### src/rtl/fsearch_pkg.sv
package fsearch_pkg;
    localparam int unsigned PFD_MIN_KHZ = 10000;
    localparam int unsigned PFD_MAX_KHZ = 300000;
    localparam int unsigned VCO_MIN_KHZ = 600000;
    localparam int unsigned VCO_MAX_KHZ = 1200000;
    localparam int unsigned D_CAP       = 80;
    localparam int unsigned M_CAP       = 64;
    localparam int unsigned DOUT_CAP    = 128;

    typedef enum logic [3:0] {
        ST_IDLE, ST_DMIN, ST_DMAX, ST_MMIN, ST_MMAX, ST_RANGE,
        ST_NLO, ST_NHI, ST_VCO, ST_ROUND, ST_RATE, ST_ENCODE, ST_DONE
    } fs_state_e;
endpackage

### src/rtl/fsearch_divu.sv
module fsearch_divu #(
    parameter int W = 29
) (
    input  logic         clk,
    input  logic         rst_n,
    input  logic         start,
    input  logic [W-1:0] num,
    input  logic [W-1:0] den,
    output logic         done,
    output logic [W-1:0] quot
);
    localparam int CW = $clog2(W + 1);

    logic [W:0]    rem_q;
    logic [W-1:0]  quo_q, den_q;
    logic [CW-1:0] cnt_q;
    logic          run_q, done_q;
    logic [W:0]    trial;
    logic          fits;

    // shift the next numerator bit into the partial remainder
    always_comb begin
        trial = {rem_q[W-1:0], quo_q[W-1]};
        fits  = (trial >= {1'b0, den_q});
    end

    always_ff @(posedge clk or negedge rst_n) begin
        if (!rst_n) begin
            rem_q  <= '0;
            quo_q  <= '0;
            den_q  <= '0;
            cnt_q  <= '0;
            run_q  <= 1'b0;
            done_q <= 1'b0;
        end else begin
            done_q <= 1'b0;
            if (start) begin
                rem_q <= '0;
                quo_q <= num;
                den_q <= den;
                cnt_q <= CW'(W);
                run_q <= 1'b1;
            end else if (run_q) begin
                rem_q <= fits ? (trial - {1'b0, den_q}) : trial;
                quo_q <= {quo_q[W-2:0], fits};
                cnt_q <= cnt_q - 1'b1;
                if (cnt_q == CW'(1)) begin
                    run_q  <= 1'b0;
                    done_q <= 1'b1;
                end
            end
        end
    end

    assign done = done_q;
    assign quot = quo_q;
endmodule

### src/rtl/fsearch_encode.sv
module fsearch_encode #(
    parameter int N_W = 8
) (
    input  logic [N_W-1:0] n,
    output logic [N_W-2:0] high,
    output logic [N_W-2:0] low,
    output logic           edge_bit,
    output logic           nocnt
);
    logic [N_W-1:0] half, rest;

    always_comb begin
        half     = n >> 1;
        rest     = n - half;
        high     = half[N_W-2:0];
        low      = rest[N_W-2:0];
        edge_bit = n[0];
        nocnt    = (n == N_W'(1));
    end
endmodule

### src/rtl/fsearch_engine.sv
module fsearch_engine
    import fsearch_pkg::*;
#(
    parameter int FREQ_W = 21,
    parameter int NDIV_W = 8
) (
    input  logic                       clk,
    input  logic                       rst_n,
    input  logic                       start,
    input  logic [FREQ_W-1:0]          fin_khz,
    input  logic [FREQ_W-1:0]          fout_khz,
    output logic                       busy,
    output logic                       done,
    output logic                       valid,
    output logic [NDIV_W-1:0]          res_d,
    output logic [NDIV_W-1:0]          res_m,
    output logic [NDIV_W-1:0]          res_dout,
    output logic [FREQ_W-1:0]          res_freq,
    output logic [3*(NDIV_W-1)-1:0]    enc_high,
    output logic [3*(NDIV_W-1)-1:0]    enc_low,
    output logic [2:0]                 enc_edge,
    output logic [2:0]                 enc_nocnt
);
    localparam int PROD_W = FREQ_W + NDIV_W;
    localparam int CNT_W  = NDIV_W - 1;
    localparam logic [PROD_W-1:0] K_PFD_MIN = PROD_W'(PFD_MIN_KHZ);
    localparam logic [PROD_W-1:0] K_PFD_MAX = PROD_W'(PFD_MAX_KHZ);
    localparam logic [PROD_W-1:0] K_VCO_MIN = PROD_W'(VCO_MIN_KHZ);
    localparam logic [PROD_W-1:0] K_VCO_MAX = PROD_W'(VCO_MAX_KHZ);
    localparam logic [PROD_W-1:0] K_NMAX    = PROD_W'(2**NDIV_W - 1);

    fs_state_e state_q, state_d;
    logic              issued_q, div_start, div_done, in_div;
    logic [PROD_W-1:0] div_num, div_den, div_q;
    logic [FREQ_W-1:0] fin_q, fout_q, best_f_q, best_err_q, rate_f, err;
    logic [PROD_W-1:0] fin_w, fout_w, fin_m, fvco_q, mm_prod;
    logic [NDIV_W-1:0] dmin_q, dmax_q, mmin_q, mmax_q, m_q, d_q, dend_q, dout_q;
    logic [NDIV_W-1:0] best_d_q, best_m_q, best_dout_q, q_sat, dend_next;
    logic              found_q, valid_q, better, rate_hit, last_d, last_m, nhi_empty;

    function automatic logic [NDIV_W-1:0] sat_n(input logic [PROD_W-1:0] v);
        return (v > K_NMAX) ? '1 : v[NDIV_W-1:0];
    endfunction

    // operand selection for the shared divider
    always_comb begin
        fin_w   = PROD_W'(fin_q);
        fout_w  = PROD_W'(fout_q);
        fin_m   = fin_w * PROD_W'(m_q);
        div_num = '0;
        div_den = '0;
        in_div  = 1'b1;
        unique case (state_q)
            ST_DMIN:  begin div_num = fin_w + K_PFD_MAX - 1'b1;  div_den = K_PFD_MAX; end
            ST_DMAX:  begin div_num = fin_w;                     div_den = K_PFD_MIN; end
            ST_MMIN:  begin div_num = K_VCO_MIN + fin_w - 1'b1;  div_den = fin_w;     end
            ST_MMAX:  begin div_num = K_VCO_MAX * PROD_W'(dmax_q); div_den = fin_w;   end
            ST_NLO:   begin div_num = fin_m + K_VCO_MAX - 1'b1;  div_den = K_VCO_MAX; end
            ST_NHI:   begin div_num = fin_m;                     div_den = K_VCO_MIN; end
            ST_VCO:   begin div_num = fin_m;                     div_den = PROD_W'(d_q); end
            ST_ROUND: begin div_num = fvco_q + (fout_w >> 1);    div_den = fout_w;    end
            ST_RATE:  begin div_num = fvco_q;                    div_den = PROD_W'(dout_q); end
            default:  in_div = 1'b0;
        endcase
        div_start = in_div && !issued_q;
    end

    fsearch_divu #(.W(PROD_W)) u_div (
        .clk(clk), .rst_n(rst_n), .start(div_start),
        .num(div_num), .den(div_den), .done(div_done), .quot(div_q)
    );

    // decisions taken from the fresh quotient
    always_comb begin
        q_sat     = sat_n(div_q);
        mm_prod   = div_q * PROD_W'(dmin_q);
        dend_next = (q_sat < dmax_q) ? q_sat : dmax_q;
        nhi_empty = d_q > dend_next;
        rate_f    = div_q[FREQ_W-1:0];
        err       = (rate_f > fout_q) ? (rate_f - fout_q) : (fout_q - rate_f);
        rate_hit  = (err == '0);
        better    = !found_q || (err < best_err_q);
        last_d    = d_q >= dend_q;
        last_m    = m_q >= mmax_q;
    end

    always_ff @(posedge clk or negedge rst_n) begin
        if (!rst_n) state_q <= ST_IDLE;
        else        state_q <= state_d;
    end

    always_comb begin
        state_d = state_q;
        unique case (state_q)
            ST_IDLE:   if (start) state_d = (fin_khz == '0 || fout_khz == '0) ? ST_ENCODE : ST_DMIN;
            ST_DMIN:   if (div_done) state_d = ST_DMAX;
            ST_DMAX:   if (div_done) state_d = ST_MMIN;
            ST_MMIN:   if (div_done) state_d = ST_MMAX;
            ST_MMAX:   if (div_done) state_d = ST_RANGE;
            ST_RANGE:  state_d = (dmin_q > dmax_q || mmin_q > mmax_q) ? ST_ENCODE : ST_NLO;
            ST_NLO:    if (div_done) state_d = ST_NHI;
            ST_NHI:    if (div_done) state_d = !nhi_empty ? ST_VCO : (last_m ? ST_ENCODE : ST_NLO);
            ST_VCO:    if (div_done) state_d = ST_ROUND;
            ST_ROUND:  if (div_done) state_d = ST_RATE;
            ST_RATE:   if (div_done) state_d = rate_hit ? ST_ENCODE : (!last_d ? ST_VCO :
                                               (!last_m ? ST_NLO : ST_ENCODE));
            ST_ENCODE: state_d = ST_DONE;
            ST_DONE:   state_d = ST_IDLE;
            default:   state_d = ST_IDLE;
        endcase
    end

    always_ff @(posedge clk or negedge rst_n) begin
        if (!rst_n) begin
            issued_q <= 1'b0;
            {fin_q, fout_q, best_f_q, best_err_q, res_freq} <= '0;
            {dmin_q, dmax_q, mmin_q, mmax_q, m_q, d_q, dend_q, dout_q} <= '0;
            {best_d_q, best_m_q, best_dout_q, res_d, res_m, res_dout} <= '0;
            fvco_q  <= '0;
            found_q <= 1'b0;
            valid_q <= 1'b0;
        end else begin
            if (div_start)     issued_q <= 1'b1;
            else if (div_done) issued_q <= 1'b0;
            unique case (state_q)
                ST_IDLE: if (start) begin
                    fin_q   <= fin_khz;
                    fout_q  <= fout_khz;
                    found_q <= 1'b0;
                end
                ST_DMIN: if (div_done) dmin_q <= (div_q == '0) ? NDIV_W'(1) : q_sat;
                ST_DMAX: if (div_done) dmax_q <= (q_sat > NDIV_W'(D_CAP)) ? NDIV_W'(D_CAP) : q_sat;
                ST_MMIN: if (div_done)
                    mmin_q <= (mm_prod > PROD_W'(M_CAP)) ? NDIV_W'(M_CAP + 1) :
                              ((mm_prod == '0) ? NDIV_W'(1) : mm_prod[NDIV_W-1:0]);
                ST_MMAX: if (div_done) mmax_q <= (q_sat > NDIV_W'(M_CAP)) ? NDIV_W'(M_CAP) : q_sat;
                ST_RANGE: m_q <= mmin_q;
                ST_NLO:  if (div_done) d_q <= (q_sat > dmin_q) ? q_sat : dmin_q;
                ST_NHI:  if (div_done) begin
                    dend_q <= dend_next;
                    if (nhi_empty) m_q <= m_q + 1'b1;
                end
                ST_VCO:   if (div_done) fvco_q <= div_q;
                ST_ROUND: if (div_done)
                    dout_q <= (div_q == '0) ? NDIV_W'(1) :
                              ((div_q > PROD_W'(DOUT_CAP)) ? NDIV_W'(DOUT_CAP) : div_q[NDIV_W-1:0]);
                ST_RATE: if (div_done) begin
                    if (better) begin
                        found_q     <= 1'b1;
                        best_err_q  <= err;
                        best_f_q    <= rate_f;
                        best_d_q    <= d_q;
                        best_m_q    <= m_q;
                        best_dout_q <= dout_q;
                    end
                    if (!rate_hit && !last_d)     d_q <= d_q + 1'b1;
                    else if (!rate_hit && last_d) m_q <= m_q + 1'b1;
                end
                ST_ENCODE: begin
                    valid_q  <= found_q;
                    res_d    <= found_q ? best_d_q    : '0;
                    res_m    <= found_q ? best_m_q    : '0;
                    res_dout <= found_q ? best_dout_q : '0;
                    res_freq <= found_q ? best_f_q    : '0;
                end
                default: ;
            endcase
        end
    end

    always_comb begin
        busy  = (state_q != ST_IDLE);
        done  = (state_q == ST_DONE);
        valid = valid_q;
    end

    logic [2:0][NDIV_W-1:0] enc_src;
    assign enc_src = {res_dout, res_m, res_d};

    for (genvar gi = 0; gi < 3; gi++) begin : g_enc
        fsearch_encode #(.N_W(NDIV_W)) u_enc (
            .n(enc_src[gi]),
            .high(enc_high[gi*CNT_W +: CNT_W]),
            .low(enc_low[gi*CNT_W +: CNT_W]),
            .edge_bit(enc_edge[gi]),
            .nocnt(enc_nocnt[gi])
        );
    end
endmodule

### config.mk
export PLATFORM = sky130hd
export DESIGN_NAME = fsearch_engine
export DESIGN_NICKNAME = d
export VERILOG_FILES = /design/src/rtl/fsearch_pkg.sv /design/src/rtl/fsearch_divu.sv /design/src/rtl/fsearch_encode.sv /design/src/rtl/fsearch_engine.sv
export SDC_FILE = /design/constraint.sdc
export NUM_CORES = 2
export LEC_CHECK = 0
export CAP_MARGIN = 30
export CORE_ASPECT_RATIO = 1.4
export CORE_MARGIN = 2
export CORE_UTILIZATION = 57
export CTS_BUF_LIST = sky130_fd_sc_hd__clkbuf_8
export DETAILED_ROUTE_END_ITERATION = 12
export PLACE_DENSITY = 0.75
export RECOVER_POWER = 100
export SETUP_SLACK_MARGIN = 0.02
export SLEW_MARGIN = 25
export SYNTH_ARGS = -nofsm -noshare
export SYNTH_HDL_FRONTEND = slang
export SYNTH_SLANG_ARGS = --single-unit
### constraint.sdc
create_clock -name clk -period 14.3 [get_ports clk]
set_input_delay 3.575 -clock clk [delete_from_list [all_inputs] [get_ports clk]]
set_output_delay 3.575 -clock clk [all_outputs]
set_load 0.01 [all_outputs]
## Word-level counts from Yosys, hierarchy flattened

Index checks and enable logic that the tools add are counted.

- Word-level logic and storage cells: 197
- Flip-flop bits (word level): 347
- Output and inout bits: 96
- Input port bits: 45

- $add $sub $neg: 16
- Eq/ne operators: 31
- Multiplexer cells: 64
- $lt $le $gt $ge: 15
- Reduce and logical (&&, ||, !) cells: 38
- $mul: 3

Operators by type and width:

| cell | count |
|---|---|
| 29-bit one-hot mux with 8 select lines | 1 |
| 8-bit two-way mux | 21 |
| 21-bit one-hot mux with 8 select lines | 1 |
| 29-bit two-way mux | 5 |
| 4-bit two-way mux | 16 |
| 21-bit zero test | 3 |
| 29-bit by 8-bit greater-than comparator with 1-bit output, second input constant | 2 |
| 29-bit zero test | 2 |
| 4-bit one-hot mux with 12 select lines | 1 |
| 22-bit by 1-bit subtractor with 23-bit output, second input constant | 2 |
| 21-bit two-way mux | 2 |
| 21-bit subtractor | 2 |
| 8-bit greater-than comparator | 4 |
| 30-bit by 29-bit greater-or-equal comparator with 1-bit output | 1 |
| 29-bit by 20-bit adder with 29-bit output | 1 |
| 29-bit by 21-bit adder with 29-bit output, second input constant | 1 |
| 29-bit by 7-bit greater-than comparator with 1-bit output, second input constant | 1 |
| 21-bit by 8-bit multiplier with 29-bit output | 1 |
| 29-bit by 8-bit multiplier with 29-bit output | 1 |
| 29-bit by 1-bit subtractor with 29-bit output, second input constant | 1 |
| 29-bit subtractor | 1 |
| 8-bit by 1-bit == test with 1-bit output, second input constant | 3 |
| 8-bit one-hot mux with 3 select lines | 1 |
| 20-bit by 21-bit adder with 22-bit output, first input constant | 1 |
| other kinds (35) | 92 |

## Depth between registers and ports, before layout

- Depth in word-level cells: 9
- Gate-level depth with buffers: 27
- Mapped depth without buffers: 25

## Hierarchy

Synthesis repeated with hierarchy kept, for this count alone.

- Cells, all modules: 4455
- Area, all modules: 38007.7 sq um

Modules (own cells, without submodules):

| module | seq. area each (sq um) | area each (sq um) | instances | cells each |
|---|---|---|---|---|
| fsearch_engine | 6331.1 | 30640.6 | 1 | 3593 |
| fsearch_divu | 2352.3 | 6034.5 | 1 | 688 |
| fsearch_encode | 0.0 | 444.2 | 3 | 58 |

## Least setup slack after synthesis

OpenSTA, ideal clock, no wires.

- Path kind: reg-to-reg
- Start point: register fin_q[5]
- End point: register u_div.quo_q[28] (netlist: u_div.quot[28])
- Library setup time: 126 ps
- Buffers on the path: 2
- Setup slack: 8165 ps
- Stages on the path, launching flop included: 22
- Clock period less this slack: 6135 ps
- Required time: 14174 ps
- Data arrival time: 6009 ps
- Cells stage by stage: dfrtp_1 > clkbuf_1 > clkbuf_1 > and2_1 > fa_1 > fa_1 > fa_1 > inv_1 > fa_1 > inv_1 > ha_1 > a21oi_1 > o21ai_0 > a2111oi_2 > nor3_2 > or2_4 > xor2_1 > and2_2 > nand4b_2 > nor4b_2 > xnor2_1 > a221o_1

- Longest elaborated chain between the ends: 5
- Elaborated cells between the ends (all ways): 9
- Those cells by class: add/sub: 6; mul: 1; mux: 2

RTL lines:

| item | line | RTL |
|---|---|---|
| start, declared | fsearch_engine.sv:35 | `logic [FREQ_W-1:0] fin_q, fout_q, best_f_q, best_err_q, rate_f, err;` |
| start signal, assigned | fsearch_engine.sv:127 | `fin_q <= fin_khz;` |
| 21-bit by 8-bit multiplier with 29-bit output | fsearch_engine.sv:49 | `fin_m = fin_w * PROD_W'(m_q);` |
| 29-bit by 21-bit adder with 29-bit output | fsearch_engine.sv:58 | `ST_NLO: begin div_num = fin_m + K_VCO_MAX - 1'b1; div_den = K_VCO_MAX; end` |
| 29-bit by 1-bit subtractor with 29-bit output | fsearch_engine.sv:58 |  |
| 29-bit one-hot mux with 8 select lines (*) | fsearch_engine.sv:53 | `unique case (state_q)` |
| 29-bit two-way mux (*) | fsearch_divu.sv:37 | `if (start) begin` |
| end signal, assigned | fsearch_divu.sv:39 | `quo_q <= num;` |
| end signal, assigned | fsearch_divu.sv:45 | `quo_q <= {quo_q[W-2:0], fits};` |
| end, declared | fsearch_divu.sv:15 | `logic [W-1:0] quo_q, den_q;` |

Every way passes the cells marked *; elsewhere a longest branch is shown, timed or not.
A chain may end at the register's enable or synchronous reset.

## Worst setup path after layout

- Start point: register u_div.quo_q[19] (netlist: u_div.quot[19])
- End point: register best_dout_q[1]

- Longest elaborated chain between the ends: 5
- Elaborated cells between the ends (all ways): 7
- Those cells by class: add/sub: 2; order compare: 2; mux: 1; reduce/logical: 2

RTL lines:

| item | line | RTL |
|---|---|---|
| 21-bit greater-than comparator | fsearch_engine.sv:80 | `err = (rate_f > fout_q) ? (rate_f - fout_q) : (fout_q - rate_f);` |
| 21-bit two-way mux | fsearch_engine.sv:80 |  |
| named net err[9] | fsearch_engine.sv:35 |  |
| 21-bit < comparator | fsearch_engine.sv:82 | `better = !found_q \|\| (err < best_err_q);` |
| 1-bit logical OR | fsearch_engine.sv:82 |  |
| 3-bit AND reduction (no line) | -- |  |
| end signal, assigned | fsearch_engine.sv:154 | `best_dout_q <= dout_q;` |
| end, declared | fsearch_engine.sv:38 | `logic [NDIV_W-1:0] best_d_q, best_m_q, best_dout_q, q_sat, dend_next;` |

The timed path passes the listed nets, and every way through them passes these cells.

==> impl_metrics.csv <==
group,metric,value,unit
worst_setup_path,path_cells,"clkinv_1, ha_1, nand4_1, nor4_1, and2_1, nor2_1, a211o_1, o32ai_1, xnor2_1, ha_1, a21o_1, a21o_1, a21oi_1, nor2_1, a2111oi_0, o21ai_0, a21oi_1, o21ai_0, a221oi_1, clkbuf_1, mux2_2",
power,p_leak,19.1,nW
placed_design,post-place-ws,7.01,ns
final_layout,regArea,8490,sq um
synthesis,synth.cell_area,37600,sq um
synthesis,yosysWarnings,0,
flow_run,maxCapViolCount,9,
final_layout,fill_cells,5720,
timing,tightest_slew,6.44,ns
outcome,status,"finished, violations left",
final_layout,layoutNonFillerInstCount,5304,
clocking,post_cts_buffers,0,
global_route,grt_overflow,0,
routing,num_vias,33800,
final_layout,finalNetCount,5066,
hold_path,hp-class,"reg -> reg",
timing,setup_slack,3.67,ns
timing,slew_headroom,-329,%
worst_setup_path,path_max_fanout,52,
synthesis,synth_area_leaders,"dfrtp_1 23%, fa_1 15%, ha_1 11%",
outcome,violations,"capacitance limit, slew limit",
synthesis,synth.distinct_cells,117,
floorplan,rows,111,
synthesis,ys.flop_type,"dfrtp_1",
synthesis,ys_seq_elements,339,
worst_setup_path,cp_slowest_cell,"clkbuf_1",
clocking,ctsHtreeMaxLevel,2,
floorplan,die_area,68100,sq um
synthesis,synth_top_area_share,22.5,%
routing,drt_iter0_drc,3399,
synthesis,async_flop_share,100,%
synthesis,synth_area_leader_cell,"dfrtp_1",
worst_setup_path,startpoint_type,"flip-flop",
final_layout,multi_input_area,25900,sq um
timing,final_hold_viol_count,0,
worst_setup_path,endpoint_kind,"flip-flop",
routing,drt-pass1-iter-count,6,
timing,setup_violations,0,
global_route,grt_pass1_wl,201,mm
floorplan,core_area,65400,sq um
floorplan,io_pins,141,
placed_design,gp_congestion,1.07,
clocking,hold_buffers,0,
global_route,grt_max_degree,162,
placed_design,io_buffers,140,
final_layout,area_delta_synth_final,7.89,%
synthesis,syn_nets,5067,
routing,ant_nets,0,
timing,fin_crit_sh,74.3,%
floorplan,initial_core_util,57.5,%
clocking,cts_sinks,339,
clocking,clk_path_buf_depth,3,
final_layout,final_util,62.1,%
worst_setup_path,cp.required,14.82,ns
routing,drt-vias-per-instance,6.37,
synthesis,avgSynthCellArea,8.54,sq um
timing,final.setup_skew,0.0576,ns
clocking,cts_buffers,58,
timing,final_period_minus_worst_setup_slack,10.63,ns
worst_setup_path,critical_path_class,"reg -> reg",
global_route,grt_pass1_vias,34300,
timing,fmax,94.1,MHz
global_route,grtUsageTotal,38.5,%
synthesis,synth_edf_count,0,
synthesis,syn-instance-count,4408,
timing,tns,0,ns
clocking,cts_root_buffer,"clkbuf_8",
clocking,cts_resized,0,
clocking,worstSkewPairLatency,0.70,ns
final_layout,drive_gt1_share,6.87,%
placed_design,dp_cells,5188,
worst_setup_path,slowest_delay,2.36,ns
power,irDropWorstVdd,0.0000762,V
floorplan,fp.dieH,308,microns
placed_design,dp_hpwl,100,mm
routing,drt-wirelength-per-cell,24.6,microns
floorplan,die_w,221,microns
synthesis,ys_seq_area_share,22.5,%
clocking,clkTransAtPathRegs,0.07,ns
worst_setup_path,worst-endpoint-arrival,11.15,ns
timing,maxSlewViolCount,436,
timing,rsz0062_at_grt,"false",
power,powerDensity,50.8,nW/um^2
routing,routed_wl,130,mm
routing,drc_errors,0,
worst_setup_path,r2r_setup_slack,3.67,ns
clocking,cts_tree,"done",
global_route,antenna_found_initial,11,
path summary, 6_finish.rpt:
check	start	to	cells past startpoint
hold reg to reg	res_freq[16]	res_freq[16]	2
max in group asynchronous	rst_n	u_div.run_q	1
min in group asynchronous	rst_n	fin_q[6]	1
setup / recovery	u_div.quot[19]	best_dout_q[1]	21
hold / removal	res_freq[16]	res_freq[16]	2
setup reg to reg	u_div.quot[19]	best_dout_q[1]	21
worst max-delay path: cells and delay by family (launching register included):
kind                     cells  cell delay (ns)
AO/OA/AOI/OAI               10             4.05
XOR/XNOR                     1             0.23
adder cells (fa/ha/maj)      2             0.92
buffers and inverters        2             2.83
flip-flops                   1             0.59
multiplexers                 1             0.49
AND/OR/NAND/NOR              5             1.25
cell type report:
| type | count | share of cell area (%) |
|---|---|---|
| multi-input combinational | 3275 | 63.8 |
| sequential | 339 | 20.9 |
| inverter | 548 | 5.06 |
| timing repair buffer | 185 | 4.24 |
| tap | 847 | 2.61 |
| clock buffer | 71 | 2.41 |
| clock inverter | 37 | 0.977 |
| antenna | 2 | 0.0123 |
per-layer routing:
metal	track usage (%)	vias up	wire length, microns
met1	43.4	16500	46300
met2	63.3	1638	60400
li1	-	15000	-
met5	0	-	115
met4	30.7	16	12300
met3	8.28	597	11200
report_power, final:
part / switching [mW] / total (mW) / internal [mW] / leakage (nW)
logic: 0.0250 / 0.0376 / 0.0125 / 14.0
clock network: 0.469 / 1.07 / 0.598 / 0.739
registers: 0 / 0.959 / 0.959 / 4.32
total: 0.494 / 2.06 / 1.57 / 19.1
cells by family (layout without fill, tap and decap cells):
logic type,after synthesis,after routing,share of synthesized area [%]
AND/OR/NAND/NOR,1302,1302,16.4
AO/OA/AOI/OAI,1033,1033,18.1
buffers and inverters,794,841,8.45
adder cells (fa/ha/maj),614,614,26.0
flip-flops,339,339,22.5
multiplexers,169,169,4.92
XOR/XNOR,157,157,3.65
other,0,2,0
synthesized netlist by cell type, types with 37 or more instances:
library cell / count
inv_1: 530
nand2_1: 461
nor2_1: 356
dfrtp_1: 339
ha_1: 334
fa_1: 280
o21ai_0: 274
a21oi_1: 238
clkbuf_1: 183
and2_1: 138
mux2_2: 118
xnor2_1: 99
a21o_1: 68
nand3_1: 59
nor3_1: 58
xor2_1: 58
mux2i_1: 48
a31oi_1: 43
a221oi_1: 39
a211oi_1: 38
buf_4: 37
cells in the final DEF, fill, tap and decap left out, drive strengths merged, types with 20 or more instances in the layout:
cell and instances:
clkinv 35, xnor2 99, clkdlybuf4s50 42, dfrtp 339, ha 334, a221oi 42
nor3 60, a21oi 245, o21a 33, nand2 465, nor2b 27, fa 280
a211oi 41, o21ai 284, a31oi 44, and2 140, xor2 58, a22oi 20
dlygate4sd3 97, nor2 358, nand2b 24, a21o 69, nor4 37, o211ai 33
inv 539, clkbuf 88, nand3 59, buf 28, mux2i 48, mux2 121
o21bai 34, nand4 36
flip-flops by register name, indices dropped and copies added, names as in the netlist, 21 cells and up:
signal,cells
fout_q,21
fvco_q,29
fin_q,21
best_err_q,21
u_div.rem_q,29
best_f_q,21
u_div.den_q,21
res_freq,21
u_div.quot,29
through the flow:
stage                     hold WS (ns)  power, mW  instance area [sq um]
after CTS                        0.482       2.06                  40700
final                            0.470       2.06                  40600
after detailed placement         0.469       1.01                  39400
after global routing             0.495       2.11                  40600
after global placement           0.461       1.01                  39300
after floorplan                  0.450      0.978                  37600
Power figures use the tool's default switching activity.
